$ cat config.mk
export PLATFORM = sky130hd
export DESIGN_NAME = tailtag_top
export DESIGN_NICKNAME = d
export VERILOG_FILES = /design/src/rtl/tailtag_pkg.sv /design/src/rtl/tailtag_mode.sv /design/src/rtl/tailtag_ins.sv /design/src/rtl/tailtag_ext.sv /design/src/rtl/tailtag_top.sv
export SDC_FILE = /design/constraint.sdc
export NUM_CORES = 1
export LEC_CHECK = 0
export BUFFER_PORTS_ARGS = -buffer_cell sky130_fd_sc_hd__buf_2
export CORE_MARGIN = 2
export CORE_UTILIZATION = 36
export DETAILED_ROUTE_END_ITERATION = 6
export PLACE_DENSITY = 0.75
export RECOVER_POWER = 100
export SETUP_SLACK_MARGIN = 0.5
export SYNTH_ARGS = -nofsm -noshare
export SYNTH_HDL_FRONTEND = slang
export SYNTH_HIERARCHICAL = 1
export SYNTH_SLANG_ARGS = --single-unit
$ cat constraint.sdc
create_clock -name clk_i -period 1.2 [get_ports clk_i]
set_input_delay 0.24 -clock clk_i [delete_from_list [all_inputs] [get_ports clk_i]]
set_output_delay 0.24 -clock clk_i [all_outputs]
set_load 0.02 [all_outputs]
$ cat src/rtl/tailtag_pkg.sv
package tailtag_pkg;
  localparam int unsigned CTRL_W       = 8;
  localparam int unsigned CTRL_TAG_BIT = 6;

  typedef enum logic {
    TX_PAYLOAD = 1'b0,
    TX_TAG     = 1'b1
  } tx_state_e;
endpackage

$ cat src/rtl/tailtag_mode.sv
module tailtag_mode
  import tailtag_pkg::*;
(
  input  logic [CTRL_W-1:0] ctrl_i,
  output logic              tag_en_o
);
  logic unused_ctrl;

  assign tag_en_o    = ctrl_i[CTRL_TAG_BIT];
  assign unused_ctrl = ^ctrl_i;
endmodule

$ cat src/rtl/tailtag_ins.sv
module tailtag_ins
  import tailtag_pkg::*;
#(
  parameter int unsigned DATA_W    = 8,
  parameter int unsigned NUM_PORTS = 3,
  parameter int unsigned IDX_W     = 3
) (
  input  logic              clk_i,
  input  logic              rst_ni,
  input  logic              tag_en_i,
  input  logic [DATA_W-1:0] s_data_i,
  input  logic              s_valid_i,
  input  logic              s_last_i,
  input  logic [IDX_W-1:0]  s_dport_i,
  output logic              s_ready_o,
  output logic [DATA_W-1:0] m_data_o,
  output logic              m_valid_o,
  output logic              m_last_o,
  input  logic              m_ready_i
);
  tx_state_e         state_q;
  logic [IDX_W-1:0]  dport_q;
  logic [DATA_W-1:0] tag_byte;

  // one-hot mask; indices outside the port range give an empty tag
  for (genvar b = 0; b < DATA_W; b++) begin : g_tag
    if (b < NUM_PORTS) begin : g_live
      assign tag_byte[b] = (dport_q == IDX_W'(b));
    end else begin : g_dead
      assign tag_byte[b] = 1'b0;
    end
  end

  always_comb begin
    if (state_q == TX_TAG) begin
      m_valid_o = 1'b1;
      m_data_o  = tag_byte;
      m_last_o  = 1'b1;
      s_ready_o = 1'b0;
    end else begin
      m_valid_o = s_valid_i;
      m_data_o  = s_data_i;
      m_last_o  = s_last_i & ~tag_en_i;
      s_ready_o = m_ready_i;
    end
  end

  always_ff @(posedge clk_i or negedge rst_ni) begin
    if (!rst_ni) begin
      state_q <= TX_PAYLOAD;
      dport_q <= '0;
    end else if (state_q == TX_PAYLOAD) begin
      if (tag_en_i && s_valid_i && m_ready_i && s_last_i) begin
        state_q <= TX_TAG;
        dport_q <= s_dport_i;
      end
    end else if (m_ready_i) begin
      state_q <= TX_PAYLOAD;
    end
  end
endmodule

$ cat src/rtl/tailtag_ext.sv
module tailtag_ext #(
  parameter int unsigned DATA_W = 8,
  parameter int unsigned IDX_W  = 3
) (
  input  logic              clk_i,
  input  logic              rst_ni,
  input  logic              tag_en_i,
  input  logic [DATA_W-1:0] s_data_i,
  input  logic              s_valid_i,
  input  logic              s_last_i,
  output logic              s_ready_o,
  output logic [DATA_W-1:0] m_data_o,
  output logic              m_valid_o,
  output logic              m_last_o,
  output logic [IDX_W-1:0]  m_sport_o,
  input  logic              m_ready_i,
  output logic              drop_o
);
  logic              hold_vld_q;
  logic [DATA_W-1:0] hold_q;
  logic              drop_q;
  logic              s_fire;

  always_comb begin
    if (tag_en_i) begin
      // held byte leaves only once its successor is visible
      m_valid_o = hold_vld_q & s_valid_i;
      m_data_o  = hold_q;
      m_last_o  = s_last_i;
      s_ready_o = ~hold_vld_q | m_ready_i;
      m_sport_o = (hold_vld_q & s_valid_i & s_last_i) ? s_data_i[IDX_W-1:0] : '0;
    end else begin
      m_valid_o = s_valid_i;
      m_data_o  = s_data_i;
      m_last_o  = s_last_i;
      s_ready_o = m_ready_i;
      m_sport_o = '0;
    end
  end

  assign s_fire = s_valid_i & s_ready_o;
  assign drop_o = drop_q;

  always_ff @(posedge clk_i or negedge rst_ni) begin
    if (!rst_ni) begin
      hold_vld_q <= 1'b0;
      hold_q     <= '0;
      drop_q     <= 1'b0;
    end else begin
      drop_q <= tag_en_i & s_fire & s_last_i & ~hold_vld_q;
      if (tag_en_i && s_fire) begin
        hold_vld_q <= ~s_last_i;
        if (!s_last_i) hold_q <= s_data_i;
      end
    end
  end
endmodule

$ cat src/rtl/tailtag_top.sv
module tailtag_top
  import tailtag_pkg::*;
#(
  parameter  int unsigned DATA_W    = 8,
  parameter  int unsigned NUM_PORTS = 3,
  localparam int unsigned IDX_W     = $clog2(DATA_W)
) (
  input  logic              clk_i,
  input  logic              rst_ni,
  input  logic [CTRL_W-1:0] ctrl_i,
  input  logic [DATA_W-1:0] tx_s_data_i,
  input  logic              tx_s_valid_i,
  input  logic              tx_s_last_i,
  input  logic [IDX_W-1:0]  tx_s_dport_i,
  output logic              tx_s_ready_o,
  output logic [DATA_W-1:0] tx_m_data_o,
  output logic              tx_m_valid_o,
  output logic              tx_m_last_o,
  input  logic              tx_m_ready_i,
  input  logic [DATA_W-1:0] rx_s_data_i,
  input  logic              rx_s_valid_i,
  input  logic              rx_s_last_i,
  output logic              rx_s_ready_o,
  output logic [DATA_W-1:0] rx_m_data_o,
  output logic              rx_m_valid_o,
  output logic              rx_m_last_o,
  output logic [IDX_W-1:0]  rx_m_sport_o,
  input  logic              rx_m_ready_i,
  output logic              rx_drop_o
);
  logic tag_en;

  tailtag_mode u_mode (
    .ctrl_i   (ctrl_i),
    .tag_en_o (tag_en)
  );

  tailtag_ins #(
    .DATA_W    (DATA_W),
    .NUM_PORTS (NUM_PORTS),
    .IDX_W     (IDX_W)
  ) u_ins (
    .clk_i     (clk_i),
    .rst_ni    (rst_ni),
    .tag_en_i  (tag_en),
    .s_data_i  (tx_s_data_i),
    .s_valid_i (tx_s_valid_i),
    .s_last_i  (tx_s_last_i),
    .s_dport_i (tx_s_dport_i),
    .s_ready_o (tx_s_ready_o),
    .m_data_o  (tx_m_data_o),
    .m_valid_o (tx_m_valid_o),
    .m_last_o  (tx_m_last_o),
    .m_ready_i (tx_m_ready_i)
  );

  tailtag_ext #(
    .DATA_W (DATA_W),
    .IDX_W  (IDX_W)
  ) u_ext (
    .clk_i     (clk_i),
    .rst_ni    (rst_ni),
    .tag_en_i  (tag_en),
    .s_data_i  (rx_s_data_i),
    .s_valid_i (rx_s_valid_i),
    .s_last_i  (rx_s_last_i),
    .s_ready_o (rx_s_ready_o),
    .m_data_o  (rx_m_data_o),
    .m_valid_o (rx_m_valid_o),
    .m_last_o  (rx_m_last_o),
    .m_sport_o (rx_m_sport_o),
    .m_ready_i (rx_m_ready_i),
    .drop_o    (rx_drop_o)
  );
endmodule

# After elaboration in Yosys (flattened, before gate mapping)

Index checks and enable logic that the tools add are counted.

Reduce and logical (&&, ||, !) cells: 7
Mux-type cells: 12
Bitwise operators: 12
Eq/ne operators: 2

Operator list:

| operator             | count |
|---|---|
| $mux W8              | 2 |
| $mux W1              | 8 |
| $and A1 B1 Y1        | 7 |
| $mux W3              | 2 |
| $logic_and A1 B1 Y1  | 4 |
| $not A1 Y1           | 4 |
| $reduce_and A2 Y1    | 2 |
| $eq A3 B1 Y1 const B | 1 |
| $eq A3 B2 Y1 const B | 1 |
| $logic_not A3 Y1     | 1 |
| $or A1 B1 Y1         | 1 |

Bits in registers: 14
Output and inout port bits: 26
Bits of input ports: 35

# Longest topological paths before layout

Word-level depth: 7
Gate-level depth with buffers: 5
Depth with buffers taken out: 3

# Modules after synthesis

The synthesis kept the hierarchy.

Modules (own cells, without submodules):

| module       | times used | cells each | area an instance (µm²) |
|---|---|---|---|
| tailtag_ext  | 1          | 42         | 538.0 |
| tailtag_ins  | 1          | 27         | 304.0 |
| tailtag_mode | 1          | 1          | 7.5 |

# Least setup slack after synthesis

OpenSTA, ideal clock, no wires.

Kind: reg2out
Start point: register u_ins.state_q
End point: output tx_m_data_o[0]
Slack: -0.399 ns
Cell stages (with the launch flop): 4
Arrival time: 1.359 ns
Buffers on the path: 1
Cells stage by stage: dfrtp_1 > buf_6 > inv_1 > o41ai_1

Longest elaborated chain between the ends: 1

RTL lines:

| element                  | RTL line          | source |
|---|---|---|
| start: declaration       | tailtag_ins.sv:21 | `tx_state_e state_q;` |
| start signal: assignment | tailtag_ins.sv:50 | `state_q <= TX_PAYLOAD;` |
| start signal: assignment | tailtag_ins.sv:54 | `state_q <= TX_TAG;` |
| start signal: assignment | tailtag_ins.sv:58 | `state_q <= TX_PAYLOAD;` |
| $mux W8                  | tailtag_ins.sv:35 | `if (state_q == TX_TAG) begin` |
| end: declaration         | tailtag_top.sv:16 | `output logic [DATA_W-1:0] tx_m_data_o,` |

No other way between the ends.

# Worst setup path in the final report

Start point: register u_ins.dport_q[2]
End point: output tx_m_data_o[0]

Longest elaborated chain between the ends: 2

RTL lines:

| element                  | RTL line          | source |
|---|---|---|
| start: declaration       | tailtag_ins.sv:22 | `logic [IDX_W-1:0] dport_q;` |
| start signal: assignment | tailtag_ins.sv:55 | `dport_q <= s_dport_i;` |
| $logic_not A3 Y1         | tailtag_ins.sv:28 | `assign tag_byte[b] = (dport_q == IDX_W'(b));` |
| $mux W8                  | tailtag_ins.sv:35 |  |

No other way between the ends.

==> results.toml <==
[status]
outcome = "finished with violations"
violations = "negative setup slack"

[detailed_routing]
via_per_inst = 4.663
drt_iter0_drc = 7
vias = 788
routed_wirelength_um = 2320
postRouteAntennaNets = 0
avgRoutedWirePerCell_um = 13.73
drc = 0
first_pass_iters = 5

[final_layout]
area_growth_pct = 90.72
final_cells = 169
final_layout_size_suffix_gt1_share_pct = 82.27
diodes = 0
nNetsFinal = 177
fin_area_um2 = 1620

[global_routing]
grt_max_degree = 15
grt_pass1_vias = 798
antenna_found_initial = 0
grt_usage_pct = 17.96
grt_pass1_wl_um = 3498
grt_overflow = 0

[setup_path]
r2r_start = "u_ext/hold_vld_q"
r2r_end = "u_ext/hold_q[7]"
worstSetupPathType = "flip-flop to output pin"
crit_required_ns = 0.96
worst_setup_path_end_kind = "output pin"
crit_fanout = 4
rr_worst_depth = 5
reg2reg_slack_ns = -0.19
start_kind = "flip-flop"
cp-startpoint = "u_ins/dport_q[2]"
crit_arrival_ns = 1.25

[clock_tree]
cts_tree = "yes"
cts.clk_slew.worst_paths_ns = 0.08
root_buffer = "clkbuf_4"
htree_levels = 1
clk_latency_ns = 0.27
clk_path_buf_depth = 2
cts.sink_count = 14
numCtsBuffers = 3

[min_path]
hold_start = "rx_s_last_i"
min_to = "u_ext/hold_vld_q"
min_path_type = "input pin to flip-flop"
whs_path_depth = 2

[floorplanning]
die_area_um2 = 2765
floorplan.rows = 17
die_h_um = 52.58
io_pins = 61
initial_core_util_pct = 38.40
coreArea_um2 = 2212
die_width_um = 52.58

[yosys]
syn-num-nets = 105
syn_area_per_cell_um2 = 12.14
ys.flop_type = "dfrtp_1"
yosysUniqueCellTypes = 25
yosys.area.top_type_share_pct = 41.24
synth-edff-count = 0
synth_top_area_cell = "dfrtp_1"
syn_area_um2 = 849.6
async_flop_share_pct = 100.0
synth.yosys.seq_area_share_pct = 41.24
ys_top_cells_by_area = "dfrtp_1 (41%), mux2_2 (21%), mux2_4 (5.3%)"
ys_seq_elements = 14
yosys_warnings = 6
synth_cells = 70

[placed_design]
postPlaceCellArea_um2 = 1271
gp_congestion = 0.7310
io_buffers = 53
hpwl_um = 1561
dpl.cell_count = 154

[timing]
finalSetupTns_ns = -6.295
post-route-min-period_ns = 1.495
fin_worst_skew_ns = 0.001173
worst_hold_slack_ns = 0.1535
setup_slack_ns = -0.2950
period_share_pct = 124.6
maxSlewViolCount = 0
setup_viol = 35
worst_slew_margin_rel_pct = 76.69
hold_violations = 0
max_freq_ghz = 0.6689
worstMarginPinSlew_ns = 0.3497
rsz0062_at_grt = "yes"

[power]
intPower_w = 0.001296
swShare_pct = 30.28
seqPwrFrac_pct = 35.6
power_leakage_nw = 0.8351
p_switching_w = 0.0005629
p_comb_share_pct = 46.6
clockPowerShare_pct = 17.8
power.density_nw_per_um2 = 1147
max-vdd-ir-drop_mv = 0.6265

[run]
timing.max_cap.violations = 0
## through the flow
| step | power, W | util, % | setup slack, ns |
|---|---|---|---|
| 2_1_floorplan | 0.001061 | - | -0.07610 |
| 3_3_place_gp | 0.001230 | 57.47 | -0.09731 |
| 3_5_place_dp | 0.001249 | 57.47 | -0.1281 |
| 4_1_cts | 0.001804 | 71.32 | -0.3180 |
| 5_1_grt | 0.001955 | 73.25 | -0.3531 |
| 6_report | 0.001859 | 73.25 | -0.2950 |
## power by group through the flow
stage | Combinational [W] | Sequential, W | Clock [W]
after floorplan | 0.000414 | 0.000647 | 0
after global placement | 0.000573 | 0.000656 | 0
after detailed placement | 0.000586 | 0.000663 | 0
after CTS | 0.000799 | 0.000661 | 0.000343
after global routing | 0.000920 | 0.000673 | 0.000362
final | 0.000867 | 0.000662 | 0.000331
## per-layer routing
layer / up-vias / share of wire (%) / routed length (um) / GRT usage, %
li1: 384 / - / - / -
met1: 358 / 40 / 933 / 19.89
met2: 44 / 52 / 1208 / 33.96
met3: 2 / 6.6 / 153 / 1.143
met4: 0 / 1.0 / 24 / 8.974
met5: - / 0 / 0 / 0
## cell type report
cell class / count / area [um2]
Tap cell: 28 / 35.03
Multi-Input combinational cell: 49 / 594.3
Inverter: 3 / 11.26
Fill cell: 147 / 591.8
Clock buffer: 4 / 36.28
Sequential cell: 14 / 351.6
Timing Repair Buffer: 71 / 591.8
## what timing repair did
action,4_1_cts,5_1_grt
hold buffers,1,0
resized for setup,74,6
endpoints found under the hold margin,14,0
setup endpoints to repair,40,41
setup buffers,3,7
pin swaps,4,2
gates cloned,0,0
## logic make-up after synthesis
group                  after synthesis  share of synthesized area [%]
AO/OA/AOI/OAI                        6                          4.713
buffers and inverters                7                          5.006
flip-flops                          14                          41.24
multiplexers                        19                          26.51
AND/OR/NAND/NOR                     24                          22.53
## worst max-delay path, stage by stage (launching register included)
cell and delay [ns]:
dfrtp_2 0.46, o41ai_4 0.34, buf_4 0.18
## registers in the layout, summed over array words and instances (netlist names)
signal            count
u_ext/hold_q          8
u_ins/dport_q         3
u_ext/drop_o          1
u_ext/hold_vld_q      1
u_ins/state_q         1
## worst max path at each step
stage          cells past startpoint              end
2_1_floorplan                      3  u_ext/hold_q[1]
3_3_place_gp                       4   rx_m_data_o[4]
3_5_place_dp                       4   rx_m_data_o[3]
4_1_cts                            3     tx_m_valid_o
5_1_grt                            3   tx_m_data_o[1]
6_report                           2   tx_m_data_o[0]
## synth_stat cells (all sizes together), types with 2 or more instances
| cell | number |
|---|---|
| and2 | 4 |
| nand2b | 2 |
| and2b | 5 |
| nor2b | 2 |
| mux2 | 19 |
| inv | 3 |
| dfrtp | 14 |
| buf | 4 |
| nand2 | 4 |
| o21ai | 3 |
## cells in the final DEF (no fill, tap or decap)
master	count
o41ai_4	1
clkbuf_1	2
clkbuf_4	4
nor3_4	1
nand2b_4	2
o21ai_1	2
o32ai_2	1
and2b_2	5
nand4_4	1
mux2_4	19
nand3_2	1
nor2b_4	2
dfrtp_2	1
o21ai_2	1
and2_4	4
dlygate4sd3_1	1
dfrtp_1	13
nor4b_2	1
inv_2	1
nand2_2	1
clkbuf_2	2
a21o_1	1
nor3b_1	1
buf_4	11
buf_6	27
buf_2	24
buf_12	1
clkbuf_8	1
buf_8	2
and4_4	1
inv_1	2
nand2_1	3
or2_2	1
Power figures use the tool's default switching activity.
